===== src/rtl/gear_pkg.sv =====
package gear_pkg;
    typedef enum logic [1:0] {
        PH_IDLE = 2'd0,
        PH_PEND = 2'd1,
        PH_RAMP = 2'd2
    } phase_e;
endpackage


===== src/rtl/gear_frame_timer.sv =====
module gear_frame_timer #(
    parameter int POS_W = 6
) (
    input  logic             clk,
    input  logic             rst,
    output logic [POS_W-1:0] pos_o,
    output logic             last_o
);
    typedef struct packed {
        logic [POS_W-1:0] pos;
    } tmr_s;

    tmr_s tmr_d, tmr_q;

    always_comb begin
        tmr_d     = tmr_q;
        tmr_d.pos = tmr_q.pos + 1'b1;
    end

    always_ff @(posedge clk) begin
        if (rst) tmr_q <= '0;
        else     tmr_q <= tmr_d;
    end

    assign pos_o  = tmr_q.pos;
    assign last_o = &tmr_q.pos;
endmodule


===== src/rtl/gear_pulse_spreader.sv =====
module gear_pulse_spreader #(
    parameter int POS_W = 6
) (
    input  logic             clk,
    input  logic             rst,
    input  logic [POS_W-1:0] step_i,
    output logic             en_o
);
    localparam int SUM_W = POS_W + 1;

    typedef struct packed {
        logic [POS_W-1:0] acc;
    } spr_s;

    spr_s             spr_d, spr_q;
    logic [SUM_W-1:0] sum;

    always_comb begin
        sum       = SUM_W'(spr_q.acc) + SUM_W'(step_i) + SUM_W'(1);
        spr_d     = spr_q;
        spr_d.acc = sum[POS_W-1:0];
    end

    always_ff @(posedge clk) begin
        if (rst) spr_q <= '0;
        else     spr_q <= spr_d;
    end

    assign en_o = sum[POS_W];
endmodule


===== src/rtl/gear_step_sequencer.sv =====
module gear_step_sequencer
    import gear_pkg::*;
#(
    parameter int POS_W  = 6,
    parameter int SSN_W  = 7,
    parameter int LOOP_W = 8,
    parameter int WID_W  = 2
) (
    input  logic              clk,
    input  logic              rst,
    input  logic              frame_last_i,
    input  logic              start_i,
    input  logic              dir_up_i,
    input  logic [SSN_W-1:0]  start_step_i,
    input  logic [LOOP_W-1:0] hold_i,
    input  logic [WID_W-1:0]  width_i,
    output logic [POS_W-1:0]  step_o,
    output logic              busy_o,
    output logic              done_o
);
    localparam int MW = POS_W + 1;
    localparam logic [POS_W-1:0] TOP_S  = '1;
    localparam logic [MW-1:0]    TOP_M  = MW'(TOP_S);
    localparam logic [SSN_W-1:0] TOP_SN = SSN_W'(TOP_S);

    typedef struct packed {
        phase_e            phase;
        logic              up;
        logic [POS_W-1:0]  first;
        logic [LOOP_W-1:0] hold;
        logic [LOOP_W-1:0] left;
        logic [WID_W-1:0]  wid;
        logic [POS_W-1:0]  step;
        logic              done;
    } seq_s;

    seq_s             seq_d, seq_q;
    logic [SSN_W-1:0] ssn_c;
    logic [POS_W-1:0] first_map;
    logic [MW-1:0]    inc, up_sum;
    logic [POS_W-1:0] nxt_up, nxt_dn, nxt, end_step;

    always_comb begin
        ssn_c     = (start_step_i > TOP_SN) ? TOP_SN : start_step_i;
        first_map = (ssn_c == '0) ? '0 : POS_W'(ssn_c - SSN_W'(1));

        inc      = MW'(seq_q.wid) + MW'(1);
        up_sum   = MW'(seq_q.step) + inc;
        nxt_up   = (up_sum > TOP_M) ? TOP_S : up_sum[POS_W-1:0];
        nxt_dn   = (MW'(seq_q.step) < inc) ? '0 : POS_W'(MW'(seq_q.step) - inc);
        nxt      = seq_q.up ? nxt_up : nxt_dn;
        end_step = seq_q.up ? TOP_S : '0;

        seq_d      = seq_q;
        seq_d.done = 1'b0;
        unique case (seq_q.phase)
            PH_IDLE: begin
                if (start_i) begin
                    seq_d.phase = PH_PEND;
                    seq_d.up    = dir_up_i;
                    seq_d.first = first_map;
                    seq_d.hold  = hold_i;
                    seq_d.wid   = width_i;
                end
            end
            PH_PEND: begin
                if (frame_last_i) begin
                    seq_d.phase = PH_RAMP;
                    seq_d.step  = seq_q.first;
                    seq_d.left  = seq_q.hold;
                end
            end
            PH_RAMP: begin
                if (frame_last_i) begin
                    if (seq_q.left == '0) begin
                        seq_d.step = nxt;
                        seq_d.left = seq_q.hold;
                        if (nxt == end_step) begin
                            seq_d.phase = PH_IDLE;
                            seq_d.done  = 1'b1;
                        end
                    end else begin
                        seq_d.left = seq_q.left - 1'b1;
                    end
                end
            end
            default: seq_d.phase = PH_IDLE;
        endcase
    end

    always_ff @(posedge clk) begin
        if (rst) begin
            seq_q       <= '0;
            seq_q.phase <= PH_IDLE;
            seq_q.step  <= TOP_S;
        end else begin
            seq_q <= seq_d;
        end
    end

    assign step_o = seq_q.step;
    assign busy_o = (seq_q.phase != PH_IDLE);
    assign done_o = seq_q.done;
endmodule


===== src/rtl/gear_ramp_ctrl.sv =====
module gear_ramp_ctrl #(
    parameter int POS_W  = 6,
    parameter int SSN_W  = 7,
    parameter int LOOP_W = 8,
    parameter int WID_W  = 2
) (
    input  logic              clk,
    input  logic              rst,
    input  logic              start_i,
    input  logic              dir_up_i,
    input  logic [SSN_W-1:0]  start_step_i,
    input  logic [LOOP_W-1:0] hold_frames_i,
    input  logic [WID_W-1:0]  step_width_i,
    output logic              clk_en_o,
    output logic [POS_W-1:0]  step_o,
    output logic              busy_o,
    output logic              done_o
);
    logic [POS_W-1:0] frame_pos;
    logic             frame_last;

    gear_frame_timer #(.POS_W(POS_W)) u_timer (
        .clk    (clk),
        .rst    (rst),
        .pos_o  (frame_pos),
        .last_o (frame_last)
    );

    gear_step_sequencer #(
        .POS_W  (POS_W),
        .SSN_W  (SSN_W),
        .LOOP_W (LOOP_W),
        .WID_W  (WID_W)
    ) u_seq (
        .clk          (clk),
        .rst          (rst),
        .frame_last_i (frame_last),
        .start_i      (start_i),
        .dir_up_i     (dir_up_i),
        .start_step_i (start_step_i),
        .hold_i       (hold_frames_i),
        .width_i      (step_width_i),
        .step_o       (step_o),
        .busy_o       (busy_o),
        .done_o       (done_o)
    );

    gear_pulse_spreader #(.POS_W(POS_W)) u_spread (
        .clk    (clk),
        .rst    (rst),
        .step_i (step_o),
        .en_o   (clk_en_o)
    );
endmodule


===== config.mk =====
export PLATFORM = sky130hd
export DESIGN_NAME = gear_ramp_ctrl
export DESIGN_NICKNAME = d
export VERILOG_FILES = /design/src/rtl/gear_pkg.sv /design/src/rtl/gear_frame_timer.sv /design/src/rtl/gear_pulse_spreader.sv /design/src/rtl/gear_step_sequencer.sv /design/src/rtl/gear_ramp_ctrl.sv
export SDC_FILE = /design/constraint.sdc
export NUM_CORES = 1
export LEC_CHECK = 0
export ABC_AREA = 1
export CAP_MARGIN = 40
export CORE_UTILIZATION = 61
export CTS_CLUSTER_SIZE = 24
export DETAILED_ROUTE_END_ITERATION = 10
export PLACE_DENSITY_LB_ADDON = 0.12
export REMOVE_ABC_BUFFERS = 1
export SYNTH_ARGS = -nofsm -noshare
export SYNTH_HDL_FRONTEND = slang
export SYNTH_HIERARCHICAL = 1
export SYNTH_SLANG_ARGS = --single-unit

===== constraint.sdc =====
create_clock -name clk -period 4.8 [get_ports clk]
set_clock_uncertainty 0.1 [all_clocks]
set_input_delay 0.48 -clock clk [delete_from_list [all_inputs] [get_ports clk]]
set_output_delay 0.48 -clock clk [all_outputs]
set_load 0.005 [all_outputs]

==> Flow_metrics.wiki <==
{| class="wikitable"
! Metric !! Value
|-
| Gate count after technology mapping || 419
|-
| Static leakage power || 1.482 nW
|-
| Sum of internal, switching and leakage power || 0.0007639 W
|-
| Final Max Slew Viols || 0
|-
| Count of unique library cells instantiated by Yosys || 40
|-
| Layout area overhead || 13.07%
|-
| CP required || 4.22 ns
|-
| Commonest register cell after synthesis || dfxtp_1
|-
| Maximum fanout along the worst path || 8
|-
| DRC violation count after routing || 2
|-
| Post-CTS setup buffer count || 0
|-
| Number of sinks on the clock net || 46
|-
| Clock insertion delay at the later pin of the skew report || 0.30 ns
|-
| Via count || 2694
|-
| Effective utilization at floorplan || 64.64%
|-
| Row Count || 24
|-
| Multiplexer area fraction after synthesis || 0%
|-
| Main combinational cell family by area after synthesis || simple AND/OR/NAND/NOR gates
|-
| Hold Buf Count CTS || 0
|-
| Clock edge transition at the registers on the reported setup and hold paths || 0.08 ns
|-
| Result of the run || finished, violations left
|-
| Hold Path Origin || u_timer/pos_o[0]$_SDFF_PP0_
|-
| Maximum clock frequency || 0.3612 GHz
|-
| First-pass iteration count of the detailed router || 7
|-
| PD cells || 235.2 nW/um2
|-
| Period utilisation layout || 57.68%
|-
| Violated checks || DRC
|-
| Number of design-rule violations left by the first detailed-router iteration || 159
|-
| Wirelength, routed || 6038 um
|-
| Portion of the post-synthesis area used by sequential elements || 32.06%
|-
| Vias in the first global route || 2470
|-
| Flip-flop and latch count after synthesis || 46
|-
| Worst reg2reg path startpoint || u_seq/seq_q[7]$_SDFFE_PP0P_
|-
| Max_cap viols || 0
|-
| Clock tree from TritonCTS || built
|-
| Fraction of layout instances using a drive strength above 1 || 6.306%
|-
| Setup CP Type || register to output port
|-
| Launch point of the critical path || u_seq/step_o[1]$_SDFFE_PP1P_
|-
| CTS buffer count || 5
|-
| Most used standard cells in the synthesized netlist || nand2_1, inv_1, dfxtp_1
|-
| EDFF count, synth || 0
|-
| Clock tree root driver cell || clkbuf_8
|-
| Relative slew slack || 43.85%
|-
| Top cells by area in the synthesized netlist || dfxtp_1, nand2_1, a21oi_1
|-
| Post-synthesis compound-gate area fraction || 16.90%
|-
| Setup violators final || 0
|-
| Area of the mapped netlist || 2873 um2
|-
| Boundary Pins || 30
|-
| Number of antenna violations at the first check in global routing || 0
|-
| # H-tree levels || 2
|-
| Critical path data arrival time || 2.19 ns
|-
| Wire length per cell || 12.17 um
|-
| Cell with the most instances after synthesis || nand2_1
|-
| Shortest period the worst path allows || 2.769 ns
|-
| Combined global-route utilization of all metal layers || 26.47%
|-
| Syn_area_per_cell || 6.856 um2
|-
| Asr flop ratio synth || 0%
|-
| Synth Area in Simple Gates || 28.09%
|-
| Number of hold-slack violations in the final timing report || 0
|-
| Worst setup SP type || register
|-
| Final-stage net count || 484
|-
| Area of the die || 4988 um2
|-
| Area of the placeable core || 4444 um2
|-
| Setup repair after global routing missed its margin || false
|-
| Vertical extent of the die || 70.63 um
|-
| Tightest Pin Transition || 0.8402 ns
|-
| # port buffers || 29
|-
| Worst Setup End Kind || output port
|-
| Antenna-violating nets left || 0
|-
| Xor/xnor share of the synthesized area || 2.744%
|-
| Ant diodes || 0
|-
| Post-cts sizing count || 0
|-
| Placer congestion estimate || 0.8829
|-
| Library cell with the largest summed area after synthesis || dfxtp_1
|-
| Worst hold-check path type || register to register
|-
| Utilization after layout || 73.09%
|-
| Total Negative Setup Slacks || 0 ns
|-
| Clock buffer depth || 2
|-
| Maximum number of pins on one net before global-route repair || 29
|-
| Hpwl dp || 4404 um
|-
| Number of warnings reported in the yosys synthesis log || 6
|-
| Worst vdd ir || 0.1730 mV
|-
| Horizontal die dimension || 70.63 um
|-
| Mean number of vias per cell || 5.431
|-
| Fill cells || 366
|-
| Fraction of post-synthesis cell area in the top cell type by area || 32.06%
|-
| Total congestion overflow || 0
|-
| Adder-Cell Fraction of Synth Area || 9.495%
|-
| Wire length of the first global-routing pass || 10660 um
|}
==> per-layer routing <==
| layer | GRT usage, % | routed length [um] |
|---|---|---|
| met5 | 0 | 0 |
| met3 | 3.989 | 224 |
| met4 | 8.667 | 89 |
| met1 | 34.45 | 2846 |
| met2 | 45.42 | 2877 |
==> layout by cell type, fill, tap and decap left out, drive strengths merged, types with 7 or more instances in the layout <==
cell            n
nand2          96
inv            55
o21ai          39
nand3          21
dfxtp          46
nor2           49
ha             17
clkdlybuf4s50  29
a21oi          45
clkbuf          7
==> registers in the layout, summed over array words and instances, names as in the netlist <==
register and cells:
u_seq/done_o 1, u_seq/seq_q 27, u_seq/step_o 6, u_spread/spr_q 6, u_timer/pos_o 6
==> final timing paths <==
kind / to / slack (ns) / cells after the start
worst min register to register: u_timer/pos_o[0]$_SDFF_PP0_ / 0.35 / 1
worst max register to register: u_seq/seq_q[33]$_SDFFE_PP0P_ / 2.43 / 14
worst max-delay path: clk_en_o / 2.03 / 4
worst min-delay path: u_timer/pos_o[0]$_SDFF_PP0_ / 0.35 / 1
==> power breakdown <==
part	switching [W]	total [W]	leakage (nW)	internal, W
clock	0.000127	0.000243	0.0482	0.000116
sequential	0.00000952	0.000406	0.375	0.000396
combinational	0.0000669	0.000115	1.06	0.0000484
total	0.000203	0.000764	1.48	0.000561
==> per-stage QoR <==
step	std cells	setup WS [ns]	hold WS (ns)	instance area, um2
3_5_place_dp	488	2.333	0.3414	3157
5_1_grt	496	1.904	0.3722	3248
2_1_floorplan	405	2.719	0.3154	2786
3_3_place_gp	488	2.403	0.3330	3157
4_1_cts	496	2.002	0.3601	3248
6_report	496	2.031	0.3544	3248
==> kinds of logic after synthesis <==
logic type | after synthesis
adders and majority gates | 20
xor gates and xnor gates | 9
and+or+nand+nor | 179
DFF | 46
buffers and inverters | 73
AOI/OAI and AO/OA | 92
==> critical path, cell delays in order, from the launching register on <==
cell             delay, ns
dfxtp_1               0.49
inv_1                 0.11
fa_1                  0.48
o31ai_1               0.27
clkdlybuf4s50_1       0.53
==> cell type report <==
| cell class | count | area, um2 | area share, % |
|---|---|---|---|
| clock buffer | 7 | 86.33 | 2.658 |
| timing repair buffer | 31 | 305.3 | 9.399 |
| clock inverter | 1 | 5.005 | 0.1541 |
| multi-input combinational | 300 | 1644 | 50.62 |
| tap | 52 | 65.06 | 2.003 |
| sequential | 46 | 920.9 | 28.35 |
| inverter | 59 | 221.5 | 6.818 |
(Power assumes the default switching activity.)
